--- config.mk ---
export PLATFORM = sky130hd
export DESIGN_NAME = split13_timer
export DESIGN_NICKNAME = d
export VERILOG_FILES = /design/src/rtl/s13_pkg.sv /design/src/rtl/s13_sync.sv /design/src/rtl/s13_tick_gen.sv /design/src/rtl/s13_counter.sv /design/src/rtl/s13_regs.sv /design/src/rtl/split13_timer.sv
export SDC_FILE = /design/constraint.sdc
export NUM_CORES = 1
export LEC_CHECK = 0
export ABC_AREA = 1
export ABC_CLOCK_PERIOD_IN_PS = 1750
export BUFFER_PORTS_ARGS = -buffer_cell sky130_fd_sc_hd__buf_2
export CAP_MARGIN = 20
export CORE_MARGIN = 8
export CORE_UTILIZATION = 45
export CTS_CLUSTER_SIZE = 12
export DETAILED_ROUTE_END_ITERATION = 16
export PLACE_DENSITY = 0.69
export SLEW_MARGIN = 30
export SYNTH_ARGS = -nofsm -noshare
export SYNTH_HDL_FRONTEND = slang
export SYNTH_SLANG_ARGS = --single-unit
--- constraint.sdc ---
create_clock -name clk -period 1.75 [get_ports clk]
set_input_delay 0.175 -clock clk [delete_from_list [all_inputs] [get_ports clk]]
set_output_delay 0.175 -clock clk [all_outputs]
set_load 0.005 [all_outputs]
--- src/rtl/s13_pkg.sv ---
`timescale 1ns/1ps
// Package: shared register addresses and control-field layout for the split timer.
// Assumes an 8-bit register port and a 2-bit address.
package s13_pkg;
    localparam int ADDR_W = 2;
    localparam int CTRL_W = 5;

    // Register addresses; the decode in s13_regs depends on these values.
    typedef enum logic [ADDR_W-1:0] {
        A_LOW  = 2'd0,
        A_HIGH = 2'd1,
        A_CTRL = 2'd2,
        A_NONE = 2'd3
    } reg_addr_e;

    // Control register, packed so that run is bit 0 and flag is bit 4.
    typedef struct packed {
        logic flag;
        logic ie;
        logic csel;
        logic gate;
        logic run;
    } ctrl_t;
endpackage

--- src/rtl/s13_sync.sv ---
`timescale 1ns/1ps
// Module: multi-flop synchroniser for the asynchronous gate pin.
// Assumes STAGES >= 2; the flops reset to RST_VAL (the pin's inactive level).
module s13_sync #(
    parameter int   STAGES  = 2,
    parameter logic RST_VAL = 1'b1
) (
    input  logic clk,
    input  logic rst_n,
    input  logic din,
    output logic dout
);
    logic [STAGES-1:0] sh_q;

    // Shift the pin through the synchroniser chain.
    always_ff @(posedge clk) begin
        if (!rst_n) sh_q <= {STAGES{RST_VAL}};
        else        sh_q <= {sh_q[STAGES-2:0], din};
    end

    assign dout = sh_q[STAGES-1];
endmodule

--- src/rtl/s13_tick_gen.sv ---
`timescale 1ns/1ps
// Module: decides whether the counter advances this cycle.
// Assumes pin_sync_n is already synchronous; the pin is active low.
module s13_tick_gen (
    input  logic run,
    input  logic gate,
    input  logic pin_sync_n,
    input  logic csel,
    input  logic presc_en,
    output logic tick
);
    logic gate_open;
    logic src_en;

    // Combine the run bit, the gate condition and the count source.
    always_comb begin
        gate_open = !gate || !pin_sync_n;
        src_en    = csel ? presc_en : 1'b1;
        tick      = run && gate_open && src_en;
    end
endmodule

--- src/rtl/s13_counter.sv ---
`timescale 1ns/1ps
// Module: split up-counter with per-field loads.
// A load of either field blocks the increment in that cycle.
// wrap pulses on an increment from all ones.
module s13_counter #(
    parameter int LO_W = 5,
    parameter int HI_W = 8
) (
    input  logic                 clk,
    input  logic                 rst_n,
    input  logic                 tick,
    input  logic                 ld_lo,
    input  logic                 ld_hi,
    input  logic [LO_W-1:0]      lo_val,
    input  logic [HI_W-1:0]      hi_val,
    output logic [LO_W+HI_W-1:0] cnt,
    output logic                 wrap
);
    localparam int CNT_W = LO_W + HI_W;

    logic any_ld;
    assign any_ld = ld_lo || ld_hi;

    // Load fields with priority over counting, otherwise increment on tick.
    always_ff @(posedge clk) begin
        if (!rst_n) begin
            cnt <= '0;
        end else if (any_ld) begin
            if (ld_lo) cnt[LO_W-1:0]     <= lo_val;
            if (ld_hi) cnt[CNT_W-1:LO_W] <= hi_val;
        end else if (tick) begin
            cnt <= cnt + 1'b1;
        end
    end

    // Flag the increment that rolls the count over.
    assign wrap = tick && !any_ld && (cnt == {CNT_W{1'b1}});

    AST_WRAP_TO_ZERO: assert property (@(posedge clk) disable iff (!rst_n)
        wrap |=> (cnt == '0));
    AST_STEP_ONE: assert property (@(posedge clk) disable iff (!rst_n)
        (tick && !any_ld && cnt != {CNT_W{1'b1}}) |=> (cnt == $past(cnt) + 1'b1));
    AST_LOW_LOAD_KEEPS_HIGH: assert property (@(posedge clk) disable iff (!rst_n)
        (ld_lo && !ld_hi) |=> (cnt[CNT_W-1:LO_W] == $past(cnt[CNT_W-1:LO_W])));
endmodule

--- src/rtl/s13_regs.sv ---
`timescale 1ns/1ps
// Module: register port for the split timer.
// It holds the control register and the sticky flag, decodes the byte loads,
// muxes read data and forms the interrupt request.
// Assumes DATA_W equals HI_W and is at least LO_W and CTRL_W.
module s13_regs import s13_pkg::*; #(
    parameter int LO_W   = 5,
    parameter int HI_W   = 8,
    parameter int DATA_W = 8
) (
    input  logic                 clk,
    input  logic                 rst_n,
    input  logic [ADDR_W-1:0]    bus_addr,
    input  logic                 bus_wr,
    input  logic [DATA_W-1:0]    bus_wdata,
    input  logic [LO_W+HI_W-1:0] cnt,
    input  logic                 wrap,
    output ctrl_t                ctrl,
    output logic                 ld_lo,
    output logic                 ld_hi,
    output logic [LO_W-1:0]      lo_val,
    output logic [HI_W-1:0]      hi_val,
    output logic [DATA_W-1:0]    bus_rdata,
    output logic                 irq_req
);
    localparam int CNT_W = LO_W + HI_W;

    logic ctrl_wr;
    logic flag_clr;

    // Decode the write strobes for each register.
    always_comb begin
        ld_lo    = bus_wr && (bus_addr == A_LOW);
        ld_hi    = bus_wr && (bus_addr == A_HIGH);
        ctrl_wr  = bus_wr && (bus_addr == A_CTRL);
        flag_clr = ctrl_wr && !bus_wdata[4];
        lo_val   = bus_wdata[LO_W-1:0];
        hi_val   = bus_wdata[HI_W-1:0];
    end

    // Update the control bits from software writes.
    always_ff @(posedge clk) begin
        if (!rst_n) begin
            ctrl.run  <= 1'b0;
            ctrl.gate <= 1'b0;
            ctrl.csel <= 1'b0;
            ctrl.ie   <= 1'b0;
        end else if (ctrl_wr) begin
            ctrl.run  <= bus_wdata[0];
            ctrl.gate <= bus_wdata[1];
            ctrl.csel <= bus_wdata[2];
            ctrl.ie   <= bus_wdata[3];
        end
    end

    // Sticky overflow flag: a wrap wins over a clearing write.
    always_ff @(posedge clk) begin
        if (!rst_n)        ctrl.flag <= 1'b0;
        else if (wrap)     ctrl.flag <= 1'b1;
        else if (flag_clr) ctrl.flag <= 1'b0;
    end

    // Select read data; unused low-byte bits return zero.
    always_comb begin
        case (bus_addr)
            A_LOW:   bus_rdata = {{(DATA_W-LO_W){1'b0}}, cnt[LO_W-1:0]};
            A_HIGH:  bus_rdata = cnt[CNT_W-1:LO_W];
            A_CTRL:  bus_rdata = {{(DATA_W-CTRL_W){1'b0}}, ctrl};
            default: bus_rdata = '0;
        endcase
    end

    // Interrupt request follows the flag when enabled.
    assign irq_req = ctrl.flag && ctrl.ie;

    AST_WRAP_SETS_FLAG: assert property (@(posedge clk) disable iff (!rst_n)
        wrap |=> ctrl.flag);
    AST_CLEAR_FLAG: assert property (@(posedge clk) disable iff (!rst_n)
        (flag_clr && !wrap) |=> !ctrl.flag);
    AST_LOW_TOP_ZERO: assert property (@(posedge clk) disable iff (!rst_n)
        (bus_addr == A_LOW) |-> (bus_rdata[DATA_W-1:LO_W] == '0));
endmodule

--- src/rtl/split13_timer.sv ---
`timescale 1ns/1ps
// Module: gated 13-bit split timer (top).
// Chain: pin synchroniser, then tick generator, then split counter,
// with the register port around it. Assumes DATA_W == HI_W.
module split13_timer import s13_pkg::*; #(
    parameter int LO_W        = 5,
    parameter int HI_W        = 8,
    parameter int DATA_W      = 8,
    parameter int SYNC_STAGES = 2
) (
    input  logic              clk,
    input  logic              rst_n,
    input  logic              presc_en,
    input  logic              gate_pin_n,
    input  logic [ADDR_W-1:0] bus_addr,
    input  logic              bus_wr,
    input  logic [DATA_W-1:0] bus_wdata,
    output logic [DATA_W-1:0] bus_rdata,
    output logic              irq_req
);
    localparam int CNT_W = LO_W + HI_W;

    ctrl_t            ctrl;
    logic             pin_sync_n;
    logic             tick;
    logic             wrap;
    logic             ld_lo;
    logic             ld_hi;
    logic [LO_W-1:0]  lo_val;
    logic [HI_W-1:0]  hi_val;
    logic [CNT_W-1:0] cnt;

    s13_sync #(.STAGES(SYNC_STAGES), .RST_VAL(1'b1)) u_sync (
        .clk(clk), .rst_n(rst_n), .din(gate_pin_n), .dout(pin_sync_n)
    );

    s13_tick_gen u_tick (
        .run(ctrl.run), .gate(ctrl.gate), .pin_sync_n(pin_sync_n),
        .csel(ctrl.csel), .presc_en(presc_en), .tick(tick)
    );

    s13_counter #(.LO_W(LO_W), .HI_W(HI_W)) u_cnt (
        .clk(clk), .rst_n(rst_n), .tick(tick), .ld_lo(ld_lo), .ld_hi(ld_hi),
        .lo_val(lo_val), .hi_val(hi_val), .cnt(cnt), .wrap(wrap)
    );

    s13_regs #(.LO_W(LO_W), .HI_W(HI_W), .DATA_W(DATA_W)) u_regs (
        .clk(clk), .rst_n(rst_n), .bus_addr(bus_addr), .bus_wr(bus_wr),
        .bus_wdata(bus_wdata), .cnt(cnt), .wrap(wrap), .ctrl(ctrl),
        .ld_lo(ld_lo), .ld_hi(ld_hi), .lo_val(lo_val), .hi_val(hi_val),
        .bus_rdata(bus_rdata), .irq_req(irq_req)
    );

    AST_IDLE_HOLD: assert property (@(posedge clk) disable iff (!rst_n)
        (!ctrl.run && !ld_lo && !ld_hi) |=> $stable(cnt));
    AST_GATE_HOLD: assert property (@(posedge clk) disable iff (!rst_n)
        (ctrl.run && ctrl.gate && pin_sync_n && !ld_lo && !ld_hi) |=> $stable(cnt));
endmodule

==> results of run 1 <==
## synth_stat cells (all sizes together)
master	number	area, um2
a21oi	14	70.1
nand4	3	18.8
xor2	3	26.3
inv	15	58.8
or2	2	12.5
ha	1	12.5
nor2	39	156
buf	4	30.0
xnor2	1	8.76
dfxtp	20	400
o211ai	4	30.0
a21boi	1	7.51
o21ai	17	85.1
nand2	64	250
nand3	15	85.1
## power groups by stage
stage	Sequential [mW]	Combinational [mW]	Clock (mW)
3_5_place_dp	0.518	0.168	0
4_1_cts	0.508	0.169	0.392
6_report	0.509	0.169	0.384
3_3_place_gp	0.518	0.169	0
5_1_grt	0.514	0.192	0.410
2_1_floorplan	0.510	0.117	0
## sequential cells by signal (all words and copies together) (netlist names)
signal / flops
u_regs.ctrl: 5
u_sync.sh_q: 2
u_cnt.cnt: 13
## logic make-up (layout without fill, tap and decap cells)
family | Yosys count | in the layout | synth area share, %
buffers and inverters | 19 | 43 | 7.09
AOI/OAI and AO/OA | 36 | 36 | 15.4
xor gates and xnor gates | 4 | 4 | 2.80
and+or+nand+nor | 123 | 123 | 41.8
adders and majority gates | 1 | 1 | 0.999
DFF | 20 | 20 | 32.0
## routing by layer
layer	up-vias	global-route usage, %	wire length, um
li1	707	-	-
met1	606	21.6	1610
met2	49	23.8	1540
met3	4	3.07	251
met4	0	5.51	30
met5	-	0	0
## worst max-delay path: cells and delay by family (launching register included)
kind	cells	cell delay, ns
fa+ha+maj	1	0.22
simple gates	9	0.71
flops	1	0.44
## layout make-up
cell class                      count  area [um2]
Clock inverter                      1        30.0
Sequential cell                    20         400
Timing Repair Buffer               24         123
Multi-Input combinational cell    164         763
Tap cell                           31        38.8
Fill cell                         295        1270
Clock buffer                        3        22.5
Inverter                           15        58.8
## worst max-delay path by stage
stage | slack (ns) | cells past startpoint | end
after floorplan | 0.48 | 10 | u_cnt.cnt[12]
after global placement | 0.38 | 7 | u_cnt.cnt[11]
after detailed placement | 0.34 | 10 | u_cnt.cnt[12]
after CTS | 0.31 | 10 | u_cnt.cnt[12]
after global routing | 0.11 | 10 | u_cnt.cnt[12]
final | 0.29 | 10 | u_cnt.cnt[12]
==> results.toml, run 1 <==
[run_status]
status = "completed"

[timing]
worst_pin_slew_ns = 0.479
max_freq_ghz = 0.684
hold_slack_ns = 0.0392
fin_worst_skew_ns = 0.0103
slew_violations = 0
tns_ns = 0
hold_viol_final = 0
worst_slack_ns = 0.288
rsz0062_at_grt = "false"
slew_headroom_pct = 68.0
period_share_pct = 83.5
setup_viol = 0
min_period_ns = 1.46

[synthesis]
yosys_warnings = 0
ys_types = 24
synth_area_mm2 = 0.00125
synth-seq-area-share_pct = 32.0
synth.ff_latch_count = 20
synthCells = 203
syn_avg_cell_area_um2 = 6.17
syn_nets = 219

[worst_setup_path]
end_kind = "flop"
r2r_start = "u_cnt.cnt[0]"
ff2ff_path_depth = 10
critPathLaunchType = "flop"
crit_type = "reg -> reg"
worst_ep_arrival_time_ns = 1.67
required_ns = 1.96
slowest_delay_ns = 0.44
timing.rr.end = "u_cnt.cnt[12]"
worstPathMaxFanout = 6
crit_start = "u_cnt.cnt[0]"
crit_chain = "ha_1 > nand2_1 > nor2_1 > nand2_1 > nor2_1 > nand2_1 > nand2_1 > nand3_2 > nand2_1 > nor2_1"
cp_slowest_cell = "dfxtp_1"
r2r_slack_ns = 0.29
path_common_cell = "nand2_1"

[route]
drc = 0
avgRoutedWirePerCell_um = 13.3
first_pass_iters = 4
dr.first_iter.drc_count = 96
ant_nets = 0
vias = 1366
via_per_inst = 5.29
wl_um = 3430

[layout]
antennaDiodeCount = 0
final_core_util_pct = 53.0
design_area_mm2 = 0.00144
layout-drive-gt1-share_pct = 17.6
final_cell_mix = "nand2_1 (60), nor2_1 (37), buf_2 (23)"
fin_nets = 244
final_common_cell = "nand2_1"
syn2layout_area_growth_pct = 14.7
final_cell_count_no_fill = 258

[flow_run]
max-cap-violations = 0

[pwr]
power_frac_clock_pct = 36.1
p_switching_mw = 0.289
power.density_mw_per_mm2 = 740
combPwrFrac_pct = 15.9
internal_power_mw = 0.774
power.total_mw = 1.06
seqPwrFrac_pct = 47.9
swShare_pct = 27.2
p_leak_nw = 0.603
ir_worst_vdd_uv = 541

[clock_network]
postCtsHoldBufs = 0
clock-sinks = 20
cts-htree-levels = 1
clockBufferDepth = 2
post_cts_resized = 0
numCtsBuffers = 3
root_buffer = "clkbuf_4"
cts_tree = "done"
clkTransAtPathRegs_ns = 0.13
clock_latency_ns = 0.31
cts_setup_buffers = 0

[global_route]
grt.overflow.total = 0
grt_max_degree = 16
grt_usage_pct = 15.7
grt_pass1_wl_um = 5770
antenna_found_initial = 0
first_global_vias = 1300

[floorplanning]
start_util_pct = 46.2
core_mm2 = 0.00271
rows = 19
die_w_um = 68.8
pin_count = 24
die_h_um = 68.8
dieArea_mm2 = 0.00473

[placement]
placed_area_mm2 = 0.00138
gp_congestion = 0.896
dp_slack_ns = 0.339
io_buffers = 23
placedCellCount = 254
dpl.hpwl_um = 2700

[hold_path]
holdCritStartpoint = "gate_pin_n"
hold-path-cell-count = 2
hold_path_class = "in -> reg"
min_to = "u_sync.sh_q[0]"
(Power assumes the default switching activity.)
==> inputs of run 2 (changes only) <==
ABC_CLOCK_PERIOD_IN_PS = 1300   (was 1750)
PLACE_DENSITY = 0.72   (was 0.69)
clock period = 1.3 ns   (was 1.75 ns; I/O delays follow)
==> results.toml, run 2 (synthesis results as in run 1) <==
[route]
avgRoutedWirePerCell_um = 13.8
ant_nets = 0
wl_um = 3780
vias = 1482
drc = 0
via_per_inst = 5.39
first_pass_iters = 4
dr.first_iter.drc_count = 128

[layout]
final_cell_mix = "nand2_1 (55), nor2_1 (29), buf_2 (23)"
final_core_util_pct = 62.4
fillers = 264
layout-drive-gt1-share_pct = 35.7
final_common_cell = "nand2_1"
design_area_mm2 = 0.00169
syn2layout_area_growth_pct = 35.1
antennaDiodeCount = 0
largest_reg_flops = 13
fin_nets = 261
largest_register = "u_cnt.cnt"
reg_top3 = "u_cnt.cnt (13), u_regs.ctrl (5), u_sync.sh_q (2)"

[pwr]
seqPwrFrac_pct = 50.8
combPwrFrac_pct = 22.3
internal_power_mw = 0.946
p_switching_mw = 0.403
power.density_mw_per_mm2 = 797
power_frac_clock_pct = 26.9
p_leak_nw = 0.728
power.total_mw = 1.35
ir_worst_vdd_uv = 674
swShare_pct = 29.9

[floorplanning]
dieArea_mm2 = 0.00473
die_w_um = 68.8
die_h_um = 68.8
rows = 19
pin_count = 24
core_mm2 = 0.00271
start_util_pct = 46.2

[worst_setup_path]
critPathLaunchType = "flop"
end_kind = "flop"
worstPathMaxFanout = 3
crit_family = "flip-flops"
slowest_delay_ns = 0.39
required_ns = 1.51
cp_slowest_cell = "dfxtp_4"
crit_type = "reg -> reg"
crit_buf_inv = 1
crit_chain = "ha_4 > nand3_2 > buf_4 > xnor2_2 > nand2_1 > nand2_1 > nor2_1 > nor2_1"
worst_ep_arrival_time_ns = 1.49

[clock_network]
root_buffer = "clkbuf_4"
clock_latency_ns = 0.30
cts-htree-levels = 1
clkTransAtPathRegs_ns = 0.12
clockBufferDepth = 2
numCtsBuffers = 3
cts_tree = "done"
clock-sinks = 20

[timing]
fin_worst_skew_ns = 0.0106
tns_ns = 0
period_share_pct = 98.3
max_freq_ghz = 0.783
worst_slack_ns = 0.0226
setup_viol = 0
min_period_ns = 1.28
hold_viol_final = 0
slew_headroom_pct = 79.6
worst_pin_slew_ns = 0.305
slew_violations = 0
rsz0062_at_grt = "true"

[global_route]
first_global_vias = 1462
antenna_found_initial = 0
grt_max_degree = 13
grt.overflow.total = 0
grt_pass1_wl_um = 6270
grt_usage_pct = 17.0

[placement]
placed_area_mm2 = 0.00150
io_buffers = 23
dpl.hpwl_um = 2830
dp_slack_ns = -0.0638
gp_congestion = 0.932

[hold_path]
hold_path_class = "in -> reg"

[run_status]
status = "completed"

[flow_run]
max-cap-violations = 0
## run 2: cell count changes in the layout (fill, tap and decap cells not counted), moves of 3 or more
cell     delta
nor2_4      +4
buf_4      +14
dfxtp_1    -10
nor2_2      +4
nand2_4     +3
nor2_1      -8
dfxtp_2     +6
a21oi_2     +3
a21oi_1     -3
nand2_1     -5
dfxtp_4     +4
## run 2: area by class of cell
type	instances	area, um2	share of cell area [%]
Clock buffer	4	36.3	2.14
Inverter	15	61.3	3.62
Multi-Input combinational cell	164	872	51.6
Sequential cell	20	423	25.0
Tap cell	31	38.8	2.29
Timing Repair Buffer	41	260	15.4
## run 2: metal layers
layer | track usage, % | up-vias | part of all wire [%]
met5 | 0 | - | 0
met4 | 6.52 | 0 | 1.4
met3 | 3.72 | 6 | 6.9
met2 | 27.4 | 54 | 48
met1 | 21.6 | 679 | 44
li1 | - | 743 | -
## run 2: metrics by stage
stage               instances  hold slack [ns]
floorplan                 203            0.237
global placement          270            0.321
detailed placement        270            0.319
CTS                       274          0.00288
global route              275            0.112
finish                    275            0.104
## run 2: power by group through the flow
stage	registers [mW]	clock network, mW	logic, mW
after floorplan	0.686	0	0.158
after global placement	0.690	0	0.271
after detailed placement	0.691	0	0.273
after CTS	0.682	0.374	0.281
after global routing	0.689	0.401	0.333
final	0.685	0.363	0.301
## run 2: timing repair
action	4_1_cts	5_1_grt
setup endpoints to repair	10	18
hold endpoints to repair	0	1
pin swaps	6	10
hold buffers	0	1
setup buffers	1	0
gates resized for setup	16	31
## run 2: final timing paths
| kind | slack, ns | startpoint | cells past startpoint | to |
|---|---|---|---|---|
| setup / recovery | 0.02 | u_cnt.cnt[0] | 8 | u_cnt.cnt[4] |
| setup reg to reg | 0.02 | u_cnt.cnt[0] | 8 | u_cnt.cnt[4] |
| hold / removal | 0.10 | bus_wdata[0] | 3 | u_regs.ctrl[0] |
| hold reg to reg | 0.43 | u_sync.sh_q[0] | 1 | u_sync.sh_q[1] |
## run 2: worst register-to-register path: stages, from the launching register on
cell	delay, ns
dfxtp_4	0.39
ha_4	0.16
nand3_2	0.11
buf_4	0.16
xnor2_2	0.12
nand2_1	0.07
nand2_1	0.05
nor2_1	0.08
nor2_1	0.05
